### src/rtl/limptr_dir.sv
module limptr_dir #(
  parameter int N_PROC = 8,
  parameter int SLOTS  = 2,
  parameter int BLOCKS = 4
) (
  input  logic                      clk,
  input  logic                      rst_n,
  input  logic                      req_valid,
  output logic                      req_ready,
  input  logic                      req_write,
  input  logic [$clog2(N_PROC)-1:0] req_proc,
  input  logic [$clog2(BLOCKS)-1:0] req_block,
  output logic                      inv_valid,
  output logic [$clog2(N_PROC)-1:0] inv_proc,
  input  logic                      ack_valid,
  input  logic [$clog2(N_PROC)-1:0] ack_proc,
  output logic                      grant_valid,
  output logic                      grant_write,
  output logic [$clog2(N_PROC)-1:0] grant_proc,
  output logic [$clog2(BLOCKS)-1:0] grant_block
);
  localparam int PW = $clog2(N_PROC);
  localparam int BW = $clog2(BLOCKS);
  localparam int SW = (SLOTS > 1) ? $clog2(SLOTS) : 1;

  logic [PW-1:0]    ptr   [BLOCKS][SLOTS];
  logic [SLOTS-1:0] vld   [BLOCKS];
  logic [SW-1:0]    rr    [BLOCKS];
  logic [BLOCKS-1:0] dirty;

  logic          busy, cur_wr;
  logic [PW-1:0] cur_proc;
  logic [BW-1:0] cur_blk;
  logic [SLOTS-1:0] pend;

  logic          sel_wr;
  logic [PW-1:0] sel_proc;
  logic [BW-1:0] sel_blk;
  assign sel_wr   = busy ? cur_wr   : req_write;
  assign sel_proc = busy ? cur_proc : req_proc;
  assign sel_blk  = busy ? cur_blk  : req_block;

  logic [SLOTS-1:0] e_vld, hit, need;
  logic             e_dirty, have_free, owner_self;
  logic [SW-1:0]    e_rr, free_idx;

  always_comb begin
    e_vld   = vld[sel_blk];
    e_dirty = dirty[sel_blk];
    e_rr    = rr[sel_blk];
    have_free = 1'b0;
    free_idx  = '0;
    for (int s = 0; s < SLOTS; s++)
      hit[s] = e_vld[s] && (ptr[sel_blk][s] == sel_proc);
    for (int s = SLOTS - 1; s >= 0; s--)
      if (!e_vld[s]) begin
        have_free = 1'b1;
        free_idx  = SW'(s);
      end
    owner_self = e_dirty && hit[0];
    need = '0;
    if (sel_wr)        need = e_vld & ~hit;
    else if (e_dirty)  need = owner_self ? '0 : e_vld;
    else if (hit == '0 && !have_free) need[e_rr] = 1'b1;
  end

  logic [SW-1:0]    lo;
  logic [SLOTS-1:0] pend_next;
  always_comb begin
    lo = '0;
    for (int s = SLOTS - 1; s >= 0; s--)
      if (pend[s]) lo = SW'(s);
    pend_next = pend;
    pend_next[lo] = 1'b0;
  end

  logic accept, ack_ok, apply;
  assign req_ready = !busy;
  assign inv_valid = busy;
  assign inv_proc  = ptr[cur_blk][lo];
  assign accept    = !busy && req_valid;
  assign ack_ok    = busy && ack_valid && (ack_proc == inv_proc);
  assign apply     = (accept && need == '0) || (ack_ok && pend_next == '0);

  always_ff @(posedge clk) begin
    if (!rst_n) begin
      busy <= 1'b0; pend <= '0; cur_wr <= 1'b0; cur_proc <= '0; cur_blk <= '0;
      grant_valid <= 1'b0; grant_write <= 1'b0; grant_proc <= '0; grant_block <= '0;
      dirty <= '0;
      for (int b = 0; b < BLOCKS; b++) begin
        vld[b] <= '0;
        rr[b]  <= '0;
        for (int s = 0; s < SLOTS; s++) ptr[b][s] <= '0;
      end
    end else begin
      grant_valid <= apply;
      if (apply) begin
        grant_write <= sel_wr;
        grant_proc  <= sel_proc;
        grant_block <= sel_blk;
      end
      if (accept && need != '0) begin
        busy <= 1'b1; pend <= need;
        cur_wr <= req_write; cur_proc <= req_proc; cur_blk <= req_block;
      end
      if (ack_ok) begin
        pend <= pend_next;
        if (pend_next == '0) busy <= 1'b0;
      end
      if (apply) begin
        if (sel_wr) begin
          vld[sel_blk]    <= SLOTS'(1);
          ptr[sel_blk][0] <= sel_proc;
          dirty[sel_blk]  <= 1'b1;
        end else if (e_dirty) begin
          if (!owner_self) begin
            vld[sel_blk]    <= SLOTS'(1);
            ptr[sel_blk][0] <= sel_proc;
            dirty[sel_blk]  <= 1'b0;
          end
        end else if (hit == '0) begin
          if (have_free) begin
            vld[sel_blk][free_idx] <= 1'b1;
            ptr[sel_blk][free_idx] <= sel_proc;
          end else begin
            ptr[sel_blk][e_rr] <= sel_proc;
            rr[sel_blk] <= (e_rr == SW'(SLOTS - 1)) ? '0 : e_rr + 1'b1;
          end
        end
      end
    end
  end
endmodule

### config.mk
export PLATFORM = sky130hd
export DESIGN_NAME = limptr_dir
export DESIGN_NICKNAME = d
export VERILOG_FILES = /design/src/rtl/limptr_dir.sv
export SDC_FILE = /design/constraint.sdc
export NUM_CORES = 1
export LEC_CHECK = 0
export ABC_CLOCK_PERIOD_IN_PS = 3400
export BUFFER_PORTS_ARGS = -buffer_cell sky130_fd_sc_hd__buf_2
export CORE_MARGIN = 8
export CORE_UTILIZATION = 54
export DETAILED_ROUTE_END_ITERATION = 7
export PLACE_DENSITY = 0.76
export RECOVER_POWER = 25
export SKIP_CTS_REPAIR_TIMING = 1
export SLEW_MARGIN = 20
export SYNTH_ARGS = -nofsm -noshare
export SYNTH_HDL_FRONTEND = slang
export SYNTH_SLANG_ARGS = --single-unit
export TNS_END_PERCENT = 5
### constraint.sdc
create_clock -name clk -period 3.4 [get_ports clk]
set_clock_uncertainty 0.2 [all_clocks]
set_input_delay 0.34 -clock clk [delete_from_list [all_inputs] [get_ports clk]]
set_output_delay 0.34 -clock clk [all_outputs]
set_load 0.005 [all_outputs]
After elaboration in Yosys (flattened, before gate mapping)
Memories as Yosys holds them, arrays and structs flattened. A register that Yosys moved wholly into a read port is not among the register bits.
Cells that the tools add are included.
{"block": "classes", "n_lt_le_gt_ge": 13, "bitwise_logic": 23, "n_eq_ne": 4, "addsub": 1, "shifts": 0, "reduce_logical": 29, "div_mod_pow": 0, "n_mux": 89, "n_mul": 0}
{"operator": "1-bit 2-to-1 mux", "n": 52}
{"operator": "2-bit 2-to-1 mux", "n": 16}
{"operator": "6-bit 2-to-1 mux", "n": 4}
{"operator": "3-bit 2-to-1 mux", "n": 7}
{"operator": "1-bit logical AND", "n": 16}
{"operator": "1-bit OR", "n": 13}
{"operator": "4-bit 2-to-1 mux", "n": 3}
{"operator": "3-bit equality test", "n": 3}
{"operator": "3-bit demux with 1-bit select", "n": 2}
{"operator": "2-bit greater-or-equal comparator (second input constant)", "n": 3}
{"operator": "2-bit logical NOT", "n": 3}
{"operator": "1-bit by 2-bit less-than comparator with 1-bit output (second input constant)", "n": 3}
{"operator": "1-bit inverter with 2-bit output", "n": 3}
{"operator": "2-bit nonzero test", "n": 3}
{"operator": "6-bit OR reduction", "n": 1}
{"operator": "2-bit AND", "n": 2}
{"operator": "4-bit AND", "n": 1}
{"operator": "2-bit by 1-bit less-than comparator with 1-bit output (second input constant)", "n": 2}
{"operator": "2-bit inverter", "n": 2}
{"operator": "4-bit inverter", "n": 1}
{"operator": "4-bit OR", "n": 1}
{"operator": "1-bit demux with 1-bit select", "n": 3}
{"operator": "1-bit greater-or-equal comparator (second input constant)", "n": 3}
{"operator": "2-bit by 3-bit less-than comparator with 1-bit output (second input constant)", "n": 1}
{"operator": "10 further kinds", "n": 11}
{"block": "totals", "regBits": 20, "output_inout_bits": 12, "rom_bits": 0, "mem_count": 3, "latch_bits": 0, "in_bits": 13, "ramBits": 36}
{"memory": "ptr", "depth": 4, "width": 6, "read_ports": 2, "rd_clocked_by_memory_dff": 1, "wr": 4, "line_no": "26", "source": "logic [PW-1:0] ptr [BLOCKS][SLOTS];"}
{"memory": "vld", "depth": 4, "width": 2, "read_ports": 1, "rd_clocked_by_memory_dff": 0, "wr": 4, "line_no": "27", "source": "logic [SLOTS-1:0] vld [BLOCKS];"}
{"memory": "rr", "depth": 4, "width": 1, "read_ports": 1, "rd_clocked_by_memory_dff": 0, "wr": 4, "line_no": "28", "source": "logic [SW-1:0] rr [BLOCKS];"}

Logic depth before layout (Yosys ltp)
Gate-level depths: netlist of run 1.
An unclocked memory read counts as a cell.
{"block": "logic_depth", "depth_word": 20, "mapped_depth": 13, "ltp_nobuf": 9}

Least setup slack after synthesis of run 1
No wires, ideal clock.
{"block": "synth_path", "path_kind": "reg2reg", "startpoint": "register busy, in the netlist inv_valid", "endpoint": "memory ptr[3][0] (netlist name), enable pin", "synth_period_minus_slack_ns": 3.714, "arrival_time_ns": 3.170, "path_stages_with_launch": 10, "t_required_ns": 2.856, "n_path_buf": 0, "setup_slack_ns": -0.314, "cell_sequence": "dfxtp_1 mux2i_4 mux4_2 xnor2_1 a2111oi_4 a21oi_1 o2111ai_1 a32oi_1 a2111o_1 o21ai_0"}
{"item": "start: declaration", "line_no": "31", "source": "logic busy, cur_wr;"}
{"item": "start signal: assignment", "line_no": "87", "source": "busy <= 1'b0; pend <= '0; cur_wr <= 1'b0; cur_proc <= '0; cur_blk <= '0;"}
{"item": "start signal: assignment", "line_no": "103", "source": "busy <= 1'b1; pend <= need;"}
{"item": "start signal: assignment", "line_no": "108", "source": "if (pend_next == '0) busy <= 1'b0;"}
{"item": "end: declaration", "line_no": "26"}

==> results.py, run 1 <==
metrics = {
    "drt": {
        "num_vias": 2794,
        "routedWlPerCell_um": 19.02,
        "ant_nets": 0,
        "highest_layer": "met4",
        "route.met2.wl_um": 3858,
        "wl_met1_um": 3450,
        "vias_per_cell": 6.307,
        "first_pass_iters": 5,
        "drc": 0,
        "routed-wl-met3_um": 741,
        "drt_iter0_drc": 253,
        "wl_um": 8424,
    },
    "timing": {
        "finalCritPeriodShare_pct": 99.15,
        "finalHoldViolCount": 0,
        "setup-tns-final_ns": 0,
        "min_period_ns": 3.371,
        "worst_slew_pin_slew_ns": 0.5814,
        "rsz0062_at_grt": "yes",
        "max_freq_mhz": 296.6,
        "slew-limit-headroom_pct": 61.24,
        "setup_viol": 0,
        "finalMaxSlewViolations": 0,
    },
    "cts": {
        "cts_buffers": 9,
        "cts_sinks": 58,
        "clk_pin_slew_ns": 0.07,
        "clock-root-buffer": "clkbuf_8",
        "clk_path_buf_depth": 2,
        "worst_skew_pair.late_latency_ns": 0.34,
        "cts-htree-levels": 3,
        "cts_tree": "yes",
    },
    "power_and_ir_drop": {
        "p_per_area_mw_per_mm2": 603.4,
        "irDropWorstVdd_mv": 0.3257,
        "total_leakage_power_uw": 0.001395,
    },
    "yosys": {
        "synth_flop_cell": "edfxtp_1",
        "synth_cells": 313,
        "syn-num-nets": 326,
        "syn_area_mm2": 0.003308,
        "synth_top_cell_area_share_pct": 29.95,
        "synth_edf_count": 33,
        "ys_warn_count": 0,
        "synth_area_leader_cell": "edfxtp_1",
        "synth_cell_types": 47,
        "yosys-top-cells-area": "edfxtp_1 30%, dfxtp_1 15%, mux2i_1 7.9%",
        "ys_seq_area_share_pct": 45.08,
        "async_reset_ff_share_pct": 0,
        "syn_area_per_cell_um2": 10.57,
        "synth_seq_cells": 58,
    },
    "global_routing": {
        "grt_max_degree": 34,
        "grt_pass1_vias": 2757,
        "overflow": 0,
        "antenna_found_initial": 0,
        "grt_pass1_wl_um": 13660,
        "track_usage_pct": 20.00,
    },
    "placement": {
        "dp_hpwl_um": 6087,
        "dpl_cell_area_mm2": 0.003712,
        "port_buffers": 24,
        "place_inst": 425,
        "gp_congestion": 0.8807,
    },
    "floorplan": {
        "dieWidth_um": 94.27,
        "fp.dieH_um": 94.27,
        "core_mm2": 0.005921,
        "num_io_pins": 25,
        "die-area_mm2": 0.008887,
        "row_count": 28,
        "initial_core_util_pct": 55.87,
    },
    "final_layout": {
        "drive_above_1_share_pct": 29.62,
        "fin_area_mm2": 0.003956,
        "regArea_mm2": 0.001495,
        "n_fill_cell": 446,
        "syn2layout_area_growth_pct": 19.59,
        "layout.nets": 376,
        "num_antenna_cells": 0,
        "finish.utilization_pct": 66.82,
        "instances_no_fill": 443,
        "multi_input_area_mm2": 0.001742,
    },
    "min_path": {
        "hold_class": "in2reg",
        "hold_start": "req_write",
    },
    "setup_path": {
        "criticalPathCategory": "reg2reg",
        "worstSetupEndpointType": "flip-flop",
        "crit_fanout": 10,
        "r2r_start": "inv_valid",
        "critical_path.startpoint": "inv_valid",
        "cp.arrival_ns": 3.34,
        "critPathLaunchType": "flip-flop",
        "required_ns": 3.37,
    },
    "run_status": {
        "status": "finished, final reports clean",
    },
    "job": {
        "cap_violations": 0,
    },
}
report_power, final:
group | leakage (µW) | internal (µW) | switching (µW) | total [µW]
registers | 0.000546 | 823 | 54.9 | 878
logic | 0.000750 | 370 | 477 | 847
clock network | 0.0000986 | 377 | 285 | 662
per-stage QoR:
| step | total power (µW) | hold slack, ns | worst slack, ns |
|---|---|---|---|
| 2_1_floorplan | 1417 | 0.2313 | 0.02979 |
| 3_3_place_gp | 1670 | 0.2513 | 0.06894 |
| 3_5_place_dp | 1689 | 0.2674 | -0.05109 |
| 4_1_cts | 2349 | 0.07576 | -0.06969 |
| 5_1_grt | 2497 | 0.09640 | -0.09352 |
| 6_report | 2387 | 0.08453 | 0.02882 |
worst max-delay path: stages (launching register included):
cell	delay, ns
dfxtp_4	0.38
buf_6	0.15
mux2i_4	0.31
mux4_2	0.35
xnor2_1	0.17
a2111oi_4	0.28
a21oi_2	0.10
o2111ai_2	0.22
a32oi_2	0.16
a2111o_2	0.50
buf_4	0.22
nor3_2	0.17
Yosys cell counts (3+ instances only):
master / count
o21ai_0: 39
edfxtp_1: 33
mux2i_1: 26
dfxtp_1: 25
nor3_1: 25
clkbuf_1: 14
nor2_1: 14
nand2_1: 13
nand3_1: 11
nor2b_1: 11
inv_1: 10
nor3_2: 10
mux4_2: 8
nand2b_1: 8
mux2_2: 6
xnor2_1: 5
a21oi_1: 4
buf_1: 3
nand3b_1: 3
nand4_1: 3
nor3b_1: 3
o2111a_1: 3
o21bai_1: 3
xor2_1: 3
area by class of cell:
class                      count  share of cell area (%)
multi-input combinational    225                   44.02
sequential                    58                   37.79
timing repair buffer          59                   9.677
clock buffer                  12                   3.922
tap                           75                   2.372
clock inverter                 4                   1.265
inverter                      10                  0.9488
per-layer routing:
| metal | vias to the layer above | global-route usage [%] |
|---|---|---|
| met5 | - | 0 |
| met4 | 0 | 12.15 |
| met3 | 37 | 4.636 |
| met2 | 167 | 31.11 |
| met1 | 1325 | 24.55 |
| li1 | 1265 | - |
placed cells by master (no fill, tap or decap), types with 11 or more instances in the layout:
cell | synthesis | final
nor3_1 | 25 | 25
buf_4 | 1 | 33
nand3_1 | 11 | 11
nor2_1 | 14 | 14
nand2_1 | 13 | 13
edfxtp_1 | 33 | 33
buf_2 | 1 | 18
dfxtp_1 | 25 | 24
o21ai_0 | 39 | 28
mux2i_1 | 26 | 26
clkbuf_8 | 0 | 11
nor2b_1 | 11 | 11
logic make-up (layout without fill, tap and decap cells):
family,after synthesis,count (layout),synth area share (%)
buf+inv,30,85,3.782
simple gates,109,109,18.84
compound gates,66,66,13.46
xor+xnor,8,8,2.118
mux,42,42,16.72
flops,58,58,45.08
final timing paths:
path / to / slack [ns] / cells past startpoint
worst max-delay path: ptr[3][1] / 0.03 / 11
worst min-delay path: cur_wr / 0.08 / 3
worst max register to register: ptr[3][1] / 0.03 / 11
worst min register to register: grant_block[1] / 0.28 / 2
(Power assumes the default switching activity.)
==> run 2, diff against run 1 <==
--- a/config.mk
+++ b/config.mk
@@ -6,11 +6,12 @@
 export NUM_CORES = 1
 export LEC_CHECK = 0
 export ABC_CLOCK_PERIOD_IN_PS = 3400
-export BUFFER_PORTS_ARGS = -buffer_cell sky130_fd_sc_hd__buf_2
 export CORE_MARGIN = 8
-export CORE_UTILIZATION = 54
+export CORE_UTILIZATION = 57
 export DETAILED_ROUTE_END_ITERATION = 7
-export PLACE_DENSITY = 0.76
+export DONT_BUFFER_PORTS = 1
+export MAX_ROUTING_LAYER = met4
+export PLACE_DENSITY = 0.75
 export RECOVER_POWER = 25
 export SKIP_CTS_REPAIR_TIMING = 1
 export SLEW_MARGIN = 20
==> constraint.sdc (replaced) <==
create_clock -name clk -period 3.4 [get_ports clk]
set_clock_uncertainty 0.2 [all_clocks]
set_input_delay 0 -clock clk [delete_from_list [all_inputs] [get_ports clk]]
set_output_delay 0 -clock clk [all_outputs]
set_load 0.005 [all_outputs]
==> results.py, run 2 (synthesis gave the netlist of run 1 again) <==
metrics = {
    "floorplan": {
        "core_mm2": 0.005574,
        "row_count": 27,
        "die-area_mm2": 0.008497,
        "fp.dieH_um": 92.18,
        "num_io_pins": 25,
        "initial_core_util_pct": 59.35,
        "dieWidth_um": 92.18,
    },
    "power_and_ir_drop": {
        "irDropWorstVdd_mv": 0.3299,
        "p_switching_uw": 783.4,
        "switching_share_pct": 33.79,
        "clkPwrFrac_pct": 27.8,
        "power.internal_uw": 1535,
        "comb_power_share_pct": 34.4,
        "p_per_area_mw_per_mm2": 593.1,
        "seqPwrFrac_pct": 37.8,
        "total_leakage_power_uw": 0.001350,
    },
    "global_routing": {
        "grt-busiest-layer": "met2",
        "met3_usage_pct": 5.705,
        "grt_pass1_wl_um": 13100,
        "grt_max_degree": 50,
        "grt_use_met1_pct": 24.74,
        "grt_util_met2_pct": 30.10,
        "grt_pass1_vias": 2530,
        "track_usage_pct": 20.21,
        "overflow": 0,
        "antenna_found_initial": 0,
    },
    "setup_path": {
        "criticalPathCategory": "reg2reg",
        "crit_top_cell": "mux2i_1",
        "regToRegEndpoint": "ptr[0][1]",
        "required_ns": 3.23,
        "crit_fanout": 10,
        "worstSetupEndpointType": "flip-flop",
        "r2r_start": "inv_valid",
        "cpLargestDelayFamily": "compound AO/OA/AOI/OAI gates",
        "worst-path-buf-inv": 1,
        "cpPeakStageDelay_ns": 0.50,
        "critPathLaunchType": "flip-flop",
        "r2r_setup_slack_ns": 0.02,
        "slowest_stage": "a2111o_2",
        "worstPathCellList": "buf_4 > mux2i_4 > mux2i_1 > mux2i_1 > a2111oi_4 > a21oi_1 > o2111ai_2 > a32oi_2 > a2111o_2 > o21ai_2",
        "cp.arrival_ns": 3.22,
        "r2r_cells": 10,
    },
    "min_path": {
        "hold_start": "req_block[0]",
        "hold_class": "in2reg",
        "worstHoldEndpoint": "grant_block[0]",
        "whs_path_depth": 4,
    },
    "final_layout": {
        "instances_no_fill": 422,
        "syn2layout_area_growth_pct": 18.15,
        "regArea_mm2": 0.001493,
        "layout_common_cells": "33 x edfxtp_1, 30 x buf_4, 29 x o21ai_0, 26 x mux2i_1, 25 x nor3_1",
        "fin_area_mm2": 0.003909,
        "layout.nets": 358,
        "multi_input_area_mm2": 0.001744,
        "layout_commonest_cell": "edfxtp_1",
        "num_antenna_cells": 0,
        "n_fill_cell": 418,
        "drive_above_1_share_pct": 24.86,
    },
    "timing": {
        "rsz0062_at_grt": "yes",
        "finalMaxSlewViolations": 0,
        "worst_slew_pin_slew_ns": 0.6267,
        "setup_viol": 0,
        "finalCritPeriodShare_pct": 99.47,
        "min_period_ns": 3.382,
        "setup_ws_ns": 0.01799,
        "finalHoldViolCount": 0,
        "max_freq_mhz": 295.7,
        "slew-limit-headroom_pct": 58.06,
    },
    "cts": {
        "clock-root-buffer": "clkbuf_8",
        "cts_buffers": 9,
        "worst_skew_pair.late_latency_ns": 0.34,
        "cts-htree-levels": 3,
        "clk_pin_slew_ns": 0.07,
        "cts_sinks": 58,
        "cts_tree": "yes",
        "clk_path_buf_depth": 2,
    },
    "drt": {
        "ant_nets": 0,
        "first_pass_iters": 7,
        "wl_um": 8488,
        "drc": 0,
        "vias_per_cell": 6.287,
        "routedWlPerCell_um": 20.11,
        "num_vias": 2653,
        "drt_iter0_drc": 258,
    },
    "job": {
        "cap_violations": 0,
    },
    "placement": {
        "place_inst": 395,
        "dpl_cell_area_mm2": 0.003566,
        "port_buffers": 0,
        "gp_congestion": 0.9461,
        "place_ws_ns": -0.01635,
        "dp_hpwl_um": 5894,
    },
    "run_status": {
        "status": "finished, final reports clean",
    },
}
run 2: cell count changes in the layout (fill, tap and decap cells not counted), moves of 3 or more:
cell	before	now
dlygate4sd3_1	0	10
clkbuf_1	6	2
o21ai_1	7	2
buf_4	33	30
o21ai_2	4	8
buf_2	18	0
run 2: layout make-up:
type	instances	share of cell area (%)
timing repair buffer	41	8.835
clock inverter	3	1.024
tap	72	2.305
multi-input combinational	225	44.62
inverter	10	0.9603
clock buffer	13	4.065
sequential	58	38.19
run 2: worst max-delay path by stage:
stage	start	to	slack, ns	depth (start not counted)
floorplan	inv_valid	ptr[0][0]	0.03	9
global placement	inv_valid	ptr[2][5]	0.07	10
detailed placement	inv_valid	ptr[1][3]	-0.02	10
CTS	inv_valid	ptr[1][3]	-0.04	10
global route	inv_valid	ptr[0][1]	-0.13	10
finish	inv_valid	ptr[0][1]	0.02	10
run 2: per-layer routing:
layer | part of all wire (%) | vias to the layer above
li1 | - | 1232
met1 | 43 | 1280
met2 | 48 | 120
met3 | 7.5 | 21
met4 | 1.8 | 0
met5 | 0 | -
run 2: power by group through the flow:
stage	combinational (µW)	sequential, µW	clock (µW)
after detailed placement	744	891	0
after global placement	733	887	0
after global routing	857	885	689
after floorplan	546	872	0
after CTS	749	877	649
final	796	877	645
run 2: worst min-delay path: cells and delay by family:
family,cells,cell delay (ns)
simple gates,1,0.15
compound gates,1,0.13
buf+inv,1,0.18
mux,1,0.05
run 2: metrics by stage:
step	total power [µW]	TNS, ns	hold WS (ns)	utilization [%]
CTS	2274	-0.3203	-0.4143	67.54
global route	2431	-2.454	0.04672	70.12
floorplan	1417	0	-0.06018	-
detailed placement	1635	-0.1237	-0.07168	63.97
finish	2318	0	0.006008	70.12
global placement	1620	0	-0.07371	63.97
